## src/rtl/cfgmgr_pkg.sv

```systemverilog
package cfgmgr_pkg;

    typedef enum logic [2:0] {
        ST_IDLE,
        ST_LOAD,
        ST_MODE,
        ST_COUNT,
        ST_N1,
        ST_N2,
        ST_IDX
    } cfg_state_e;

    localparam logic MODE_RADIX2 = 1'b0;
    localparam logic MODE_SPARSE = 1'b1;

endpackage

```

## src/rtl/cfgmgr_split.sv

```systemverilog
// Derives the transform variant and the decomposition sizes from the active count.
module cfgmgr_split #(
    parameter int NUM_SC = 512,
    parameter int CNT_W  = 10
) (
    input  logic [CNT_W-1:0] act_cnt_i,
    output logic             sparse_o,
    output logic [CNT_W-1:0] n1_o,
    output logic [CNT_W-1:0] n2_o
);

    localparam logic [CNT_W-1:0] HALF_C = CNT_W'(NUM_SC / 2);
    localparam logic [CNT_W-1:0] FULL_C = CNT_W'(NUM_SC);
    localparam logic [CNT_W-1:0] ONE_C  = CNT_W'(1);

    int top_i;

    always_comb begin
        // Bit length of the count gives the shift for the next power of two above it
        top_i = 0;
        for (int b = 0; b < CNT_W; b++) begin
            if (act_cnt_i[b]) top_i = b + 1;
        end
        sparse_o = (act_cnt_i < HALF_C);
        if (sparse_o) begin
            n1_o = ONE_C << top_i;
            n2_o = FULL_C >> top_i;
        end else begin
            n1_o = FULL_C;
            n2_o = ONE_C;
        end
    end

endmodule

```

## src/rtl/cfgmgr_idx_store.sv

```systemverilog
// Holds the active positions of the current vector, one per slot.
module cfgmgr_idx_store #(
    parameter int DEPTH = 256,
    parameter int AW    = 8,
    parameter int DW    = 9
) (
    input  logic          clk,
    input  logic          wr_en_i,
    input  logic [AW-1:0] wr_addr_i,
    input  logic [DW-1:0] wr_data_i,
    input  logic [AW-1:0] rd_addr_i,
    output logic [DW-1:0] rd_data_o
);

    logic [DW-1:0] slot_q [DEPTH];

    always_ff @(posedge clk) begin
        if (wr_en_i) slot_q[wr_addr_i] <= wr_data_i;
    end

    assign rd_data_o = slot_q[rd_addr_i];

endmodule

```

## src/rtl/xcfg_manager.sv

```systemverilog
module xcfg_manager
    import cfgmgr_pkg::*;
#(
    parameter int NUM_SC = 512,
    parameter int BITS_W = 4
) (
    input  logic                        clk,
    input  logic                        rst_n,
    input  logic                        in_valid,
    input  logic                        in_first,
    input  logic                        in_last,
    input  logic [BITS_W-1:0]           in_bits,
    output logic                        cfg_valid,
    input  logic                        cfg_ready,
    output logic [$clog2(NUM_SC):0]     cfg_data,
    output logic                        cfg_last
);

    localparam int IDX_W      = $clog2(NUM_SC);
    localparam int CNT_W      = IDX_W + 1;
    localparam int LIST_DEPTH = NUM_SC / 2;
    localparam int LIST_AW    = $clog2(LIST_DEPTH);
    localparam logic [CNT_W-1:0] NUM_SC_C = CNT_W'(NUM_SC);
    localparam logic [CNT_W-1:0] LIST_C   = CNT_W'(LIST_DEPTH);
    localparam logic [CNT_W-1:0] ONE_C    = CNT_W'(1);

    typedef struct packed {
        cfg_state_e       st;
        logic [CNT_W-1:0] pos;
        logic [CNT_W-1:0] cnt;
        logic [CNT_W-1:0] rd;
    } regs_t;

    regs_t q, d;

    logic               sparse_w;
    logic [CNT_W-1:0]   n1_w, n2_w;
    logic               wr_en_w;
    logic [LIST_AW-1:0] wr_addr_w;
    logic [IDX_W-1:0]   wr_data_w;
    logic [IDX_W-1:0]   rd_data_w;
    logic               take_in_w;
    logic               fire_w;
    logic               has_list_w;
    logic               list_end_w;
    logic [CNT_W-1:0]   base_pos_w, base_cnt_w;

    cfgmgr_split #(.NUM_SC(NUM_SC), .CNT_W(CNT_W)) split_i (
        .act_cnt_i (q.cnt),
        .sparse_o  (sparse_w),
        .n1_o      (n1_w),
        .n2_o      (n2_w)
    );

    cfgmgr_idx_store #(.DEPTH(LIST_DEPTH), .AW(LIST_AW), .DW(IDX_W)) store_i (
        .clk       (clk),
        .wr_en_i   (wr_en_w),
        .wr_addr_i (wr_addr_w),
        .wr_data_i (wr_data_w),
        .rd_addr_i (q.rd[LIST_AW-1:0]),
        .rd_data_o (rd_data_w)
    );

    // Output word selection
    always_comb begin
        has_list_w = sparse_w && (q.cnt != '0);
        list_end_w = (q.rd == q.cnt - ONE_C);
        cfg_valid  = 1'b0;
        cfg_data   = '0;
        cfg_last   = 1'b0;
        unique case (q.st)
            ST_MODE: begin
                cfg_valid = 1'b1;
                cfg_data  = {{(CNT_W-1){1'b0}}, sparse_w};
            end
            ST_COUNT: begin
                cfg_valid = 1'b1;
                cfg_data  = q.cnt;
            end
            ST_N1: begin
                cfg_valid = 1'b1;
                cfg_data  = n1_w;
            end
            ST_N2: begin
                cfg_valid = 1'b1;
                cfg_data  = n2_w;
                cfg_last  = !has_list_w;
            end
            ST_IDX: begin
                cfg_valid = 1'b1;
                cfg_data  = {1'b0, rd_data_w};
                cfg_last  = list_end_w;
            end
            default: ;
        endcase
        fire_w = cfg_valid && cfg_ready;
    end

    // Next-state logic
    always_comb begin
        d          = q;
        wr_en_w    = 1'b0;
        wr_addr_w  = '0;
        wr_data_w  = '0;
        take_in_w  = in_valid && (((q.st == ST_IDLE) && in_first) || (q.st == ST_LOAD));
        base_pos_w = in_first ? '0 : q.pos;
        base_cnt_w = in_first ? '0 : q.cnt;

        if (take_in_w) begin
            d.pos = base_pos_w;
            d.cnt = base_cnt_w;
            if (base_pos_w < NUM_SC_C) begin
                d.pos = base_pos_w + ONE_C;
                if (in_bits != '0) begin
                    d.cnt = base_cnt_w + ONE_C;
                    if (base_cnt_w < LIST_C) begin
                        wr_en_w   = 1'b1;
                        wr_addr_w = base_cnt_w[LIST_AW-1:0];
                        wr_data_w = base_pos_w[IDX_W-1:0];
                    end
                end
            end
            d.st = in_last ? ST_MODE : ST_LOAD;
        end

        unique case (q.st)
            ST_MODE:  if (fire_w) d.st = ST_COUNT;
            ST_COUNT: if (fire_w) d.st = ST_N1;
            ST_N1:    if (fire_w) d.st = ST_N2;
            ST_N2: begin
                if (fire_w) begin
                    d.rd = '0;
                    d.st = has_list_w ? ST_IDX : ST_IDLE;
                end
            end
            ST_IDX: begin
                if (fire_w) begin
                    if (list_end_w) d.st = ST_IDLE;
                    else            d.rd = q.rd + ONE_C;
                end
            end
            default: ;
        endcase
    end

    always_ff @(posedge clk) begin
        if (!rst_n) begin
            q.st  <= ST_IDLE;
            q.pos <= '0;
            q.cnt <= '0;
            q.rd  <= '0;
        end else begin
            q <= d;
        end
    end

    AST_HOLD_ITEM: assert property (@(posedge clk) disable iff (!rst_n)
        cfg_valid && !cfg_ready |=> cfg_valid && $stable(cfg_data) && $stable(cfg_last));

    AST_QUIET_AFTER_LAST: assert property (@(posedge clk) disable iff (!rst_n)
        cfg_valid && cfg_ready && cfg_last |=> !cfg_valid);

    AST_SPLIT_TIGHT: assert property (@(posedge clk) disable iff (!rst_n)
        (q.st == ST_N1) && sparse_w |-> (n1_w > q.cnt) && ((n1_w == ONE_C) || ((n1_w >> 1) <= q.cnt)));

    AST_SPLIT_PRODUCT: assert property (@(posedge clk) disable iff (!rst_n)
        cfg_valid |-> (32'(n1_w) * 32'(n2_w)) == 32'(NUM_SC));

    AST_COUNT_BOUND: assert property (@(posedge clk) disable iff (!rst_n)
        q.cnt <= q.pos);

    AST_LIST_ASCEND: assert property (@(posedge clk) disable iff (!rst_n)
        (q.st == ST_IDX) && fire_w && !cfg_last |=> cfg_data > $past(cfg_data));

endmodule

```

## config.mk

```make
export PLATFORM = sky130hd
export DESIGN_NAME = xcfg_manager
export DESIGN_NICKNAME = d
export VERILOG_FILES = /design/src/rtl/cfgmgr_pkg.sv /design/src/rtl/cfgmgr_split.sv /design/src/rtl/cfgmgr_idx_store.sv /design/src/rtl/xcfg_manager.sv
export SDC_FILE = /design/constraint.sdc
export NUM_CORES = 2
export LEC_CHECK = 0
export ABC_AREA = 1
export BUFFER_PORTS_ARGS = -buffer_cell sky130_fd_sc_hd__buf_2
export CORE_ASPECT_RATIO = 0.9
export CORE_MARGIN = 4
export CORE_UTILIZATION = 45
export CTS_CLUSTER_SIZE = 10
export DETAILED_ROUTE_END_ITERATION = 16
export SKIP_CTS_REPAIR_TIMING = 1
export SYNTH_ARGS = -nofsm -noshare
export SYNTH_HDL_FRONTEND = slang
export SYNTH_SLANG_ARGS = --single-unit
export TNS_END_PERCENT = 30
```

## constraint.sdc

```tcl
create_clock -name clk -period 39.9 [get_ports clk]
set_input_delay 0 -clock clk [delete_from_list [all_inputs] [get_ports clk]]
set_output_delay 0 -clock clk [all_outputs]
set_load 0.005 [all_outputs]
```

==> Flow_metrics.wiki <==
{| class="wikitable"
! Metric !! Value
|-
| Status || finished clean
|-
| CP bufs+invs || 5
|-
| RSZ-0062 raised after global routing || false
|-
| Peak ir drop on the vdd network || 0.0358 mV
|-
| Number of buffers created by CTS || 287
|-
| Register share of total power || 54.2%
|-
| Die width || 493 µm
|-
| Static Leakage || 0.0352 µW
|-
| Total non-filler cell area in the finished layout || 106000 µm²
|-
| Post-synth cell types || 37
|-
| Post-synthesis sequential area ratio || 73.4%
|-
| Fraction of final layout cells with drive strength greater than 1 || 5.68%
|-
| Start-to-end type of the worst setup path || reg2out
|-
| Post-place setup slack || 34.26 ns
|-
| Number of nets with antenna violations after routing || 0
|-
| Die area || 220000 µm²
|-
| Number of antenna violations at the first check in global routing || 8
|-
| Die Y-Extent || 445 µm
|-
| Num ports || 22
|-
| Max cap viols || 0
|-
| Cell at the slowest stage of the critical path || sky130_fd_sc_hd__buf_4
|-
| Logic pwr share || 1.0%
|-
| Row count || 160
|-
| Most frequent cells in the layout || 2421 x sky130_fd_sc_hd__nand2_1, 2321 x sky130_fd_sc_hd__nand3_1, 2304 x sky130_fd_sc_hd__edfxtp_1, 325 x sky130_fd_sc_hd__nor2_1, 291 x sky130_fd_sc_hd__clkbuf_16
|-
| Post-DP Area || 98000 µm²
|-
| Setup-failing EPs final || 0
|-
| Compound-cell area share of the yosys netlist || 0.430%
|-
| Setup TNS || 0 ns
|-
| Routed via count || 64059
|-
| Number of buffer cells added on primary ports || 21
|-
| Slew of the pin with the lowest slew margin || 1.24 ns
|-
| Share of synthesized area spent on multiplexers || 0%
|-
| Critical Path Most Common Cell || sky130_fd_sc_hd__nand3_1
|-
| Global-route wire length before repair || 404000 µm
|-
| Total number of H-tree levels || 5
|-
| Cells after DPL || 10611
|-
| Vias in the first global route || 60608
|-
| DRC violation count after routing || 0
|-
| Synthesis-stage register bit count || 2345
|-
| Synth warn || 0
|-
| Clock edge transition at the registers on the reported setup and hold paths || 0.05 ns
|-
| Type of element launching the critical path || flip-flop
|-
| Total standard cell area after synthesis || 95400 µm²
|-
| Switching portion of total power || 19.3%
|-
| TritonRoute pass-1 iters || 6
|-
| Max Fanout on Critical Path || 209
|-
| DR WL/cell || 25.0 µm
|-
| Root Buffer Master || sky130_fd_sc_hd__clkbuf_16
|-
| Mean Syn Cell Area || 11.6 µm²
|-
| Number of hold violations in the final report || 0
|-
| Clock Tree Buf Depth || 4
|-
| Worst setup EP type || output pin
|-
| Final cycle utilization of the critical path || 16.3%
|-
| Maximum number of pins on one net before global-route repair || 210
|-
| Net count of the finished layout || 8089
|-
| Clock Latency Late Sink || 0.94 ns
|-
| Area share of and/or/nand/nor cells after synthesis || 23.4%
|-
| Post-detailed-placement half-perimeter wirelength || 146000 µm
|-
| Total gr overflow || 0
|-
| Largest family of logic cells by synthesized area || simple AND/OR/NAND/NOR gates
|-
| Total global routing track utilization || 24.5%
|-
| Non-Filler Instances || 10968
|-
| Number of sinks handled by clock tree synthesis || 2345
|-
| Effective utilization at floorplan || 45.2%
|-
| Most common library cell in the layout ignoring fill and taps || sky130_fd_sc_hd__nand2_1
|-
| P_int || 3980 µW
|-
| Synthesized netlist net count || 8227
|-
| Core footprint || 211000 µm²
|-
| Vias per std cell || 5.84
|-
| Count of routing violations after the opening detailed-route iteration || 8054
|-
| Synth-to-Final Area Change || 10.7%
|-
| Required time of the worst setup path || 39.90 ns
|-
| Sequence of cells on the critical path || inv_8, buf_12, buf_4, buf_4, nand2_1, nand3_1, nand3_1, nand3_1, nand3_1, nand3_1, nand3_1, nand3_1, nand3_1, nand2_1, buf_2
|-
| Critical path data arrival time || 6.52 ns
|-
| TritonCTS clock tree || done
|-
| Clock network fraction of design power || 44.9%
|-
| Number of slew-limit violations in the final report || 0
|-
| Final wirelength || 274000 µm
|-
| Final RePlAce weighted congestion || 0.873
|-
| Post-Synth Adder-Cell Area || 0.0656%
|-
| Category of cells accounting for the largest share of critical-path delay || buffers and inverters
|-
| Maximum single-stage delay on the critical path || 0.96 ns
|-
| Power per Cell Area || 46.7 nW/µm²
|-
| Maximum operating frequency || 153 MHz
|-
| Smallest setup slack after layout || 33.38 ns
|-
| Reported net switching power || 955 µW
|-
| Design Power || 4940 µW
|-
| Class of the tightest hold or removal check || in2reg
|-
| Final Critical Period || 6.52 ns
|-
| Synthesized instance count || 8212
|-
| Share of the synthesized netlist area taken by xor and xnor gates || 0.170%
|-
| Relative slew slack || 17.5%
|-
| Clk_skew || 0.0530 ns
|}
[cells in the mapped netlist]
| library cell | instances | share of area (%) |
|---|---|---|
| sky130_fd_sc_hd__a211oi_1 | 2 | 0.016 |
| sky130_fd_sc_hd__a21oi_1 | 35 | 0.18 |
| sky130_fd_sc_hd__a221oi_1 | 2 | 0.018 |
| sky130_fd_sc_hd__a22oi_1 | 1 | 0.0079 |
| sky130_fd_sc_hd__a32oi_1 | 1 | 0.0092 |
| sky130_fd_sc_hd__buf_1 | 105 | 0.41 |
| sky130_fd_sc_hd__buf_2 | 44 | 0.23 |
| sky130_fd_sc_hd__buf_4 | 1 | 0.0079 |
| sky130_fd_sc_hd__clkbuf_1 | 401 | 1.6 |
| sky130_fd_sc_hd__clkinv_1 | 3 | 0.012 |
| sky130_fd_sc_hd__dfxtp_1 | 41 | 0.86 |
| sky130_fd_sc_hd__edfxtp_1 | 2304 | 73 |
| sky130_fd_sc_hd__ha_1 | 5 | 0.066 |
| sky130_fd_sc_hd__inv_1 | 68 | 0.27 |
| sky130_fd_sc_hd__inv_2 | 7 | 0.028 |
| sky130_fd_sc_hd__nand2_1 | 2434 | 9.6 |
| sky130_fd_sc_hd__nand2_2 | 2 | 0.013 |
| sky130_fd_sc_hd__nand3_1 | 2324 | 12 |
| sky130_fd_sc_hd__nand4_1 | 19 | 0.12 |
| sky130_fd_sc_hd__nor2_1 | 329 | 1.3 |
| sky130_fd_sc_hd__nor2_4 | 1 | 0.012 |
| sky130_fd_sc_hd__nor3_1 | 21 | 0.11 |
| sky130_fd_sc_hd__nor3_2 | 4 | 0.042 |
| sky130_fd_sc_hd__nor3_4 | 1 | 0.017 |
| sky130_fd_sc_hd__nor3b_1 | 2 | 0.016 |
| sky130_fd_sc_hd__nor4_1 | 5 | 0.033 |
| sky130_fd_sc_hd__nor4_2 | 1 | 0.013 |
| sky130_fd_sc_hd__o2111ai_1 | 1 | 0.0092 |
| sky130_fd_sc_hd__o211ai_1 | 1 | 0.0079 |
| sky130_fd_sc_hd__o21a_1 | 2 | 0.016 |
| sky130_fd_sc_hd__o21ai_0 | 22 | 0.12 |
| sky130_fd_sc_hd__o221ai_1 | 2 | 0.018 |
| sky130_fd_sc_hd__o22ai_1 | 3 | 0.020 |
| sky130_fd_sc_hd__o32ai_1 | 1 | 0.0092 |
| sky130_fd_sc_hd__xnor2_1 | 7 | 0.064 |
| sky130_fd_sc_hd__xnor3_1 | 1 | 0.024 |
| sky130_fd_sc_hd__xor2_1 | 9 | 0.083 |
[power groups by stage]
stage               logic [µW]  registers, µW  clock network (µW)
finish                    47.9           2670                2210
global route              51.8           2670                2350
CTS                       45.9           2670                2240
detailed placement        45.8           2720                   0
global placement          45.0           2720                   0
floorplan                 26.5           2730                   0
[final cells by class]
cell class              instances  area [µm²]
diodes                          2        5.00
inverters                      78         320
multi-input cells            5238       23100
well taps                    2835        3550
clock inverters                11        87.6
repair buffers                124        1090
fillers                     18364      105000
clock buffers                 335        7460
flip-flops and latches       2345       70000
[path summary, 6_finish.rpt]
check | from | end | slack [ns] | cells after the start
worst max register to register | q[30]$_SDFF_PN0_ | store_i.slot_q[162][8]$_DFFE_PP_ | 35.47 | 11
worst min register to register | q[29]$_SDFFE_PN0P_ | q[29]$_SDFFE_PN0P_ | 0.49 | 2
worst max-delay path | flip-flop | cfg_data[7] | 33.38 | 15
worst min-delay path | rst_n | q[32]$_SDFF_PN0_ | 0.03 | 4
[kinds of logic after synthesis]
logic type               after synthesis
flip-flops                          2345
AND/OR/NAND/NOR                     5143
AO/OA/AOI/OAI                         73
buffers and inverters                629
adder cells (fa/ha/maj)                5
XOR/XNOR                              17
[flip-flops by register name, indices dropped and copies added (netlist names), named ones only]
register        count
store_i.slot_q   2304
q                  33
[per-layer routing]
metal  wire length [µm]  share of wire (%)  track usage, %
met4               8420                3.1            7.64
met2             121000                 44            36.0
met1             118000                 43            36.1
met3              27400                 10            5.68
met5                 12             0.0044               0
[through the flow]
stage               hold WS [ns]  utilization, %
CTS                       -0.580            50.0
detailed placement         0.370            46.4
finish                    0.0311            50.1
global placement           0.369            46.4
floorplan                  0.138               -
global route              0.0468            50.1
[worst register-to-register path: stages, from the launching register on]
cell                      delay [ns]
sky130_fd_sc_hd__dfxtp_1        0.38
sky130_fd_sc_hd__nor2_1         0.08
sky130_fd_sc_hd__nor3_2         0.14
sky130_fd_sc_hd__nand2_2        0.15
sky130_fd_sc_hd__inv_2          0.16
sky130_fd_sc_hd__nand2_2        0.12
sky130_fd_sc_hd__nor2_4         0.23
sky130_fd_sc_hd__inv_2          0.26
sky130_fd_sc_hd__nor4_2         0.51
sky130_fd_sc_hd__nand2_2        0.65
sky130_fd_sc_hd__buf_4          0.51
sky130_fd_sc_hd__nor2_1         0.87
No activity file was read; power rests on OpenSTA's default activity.
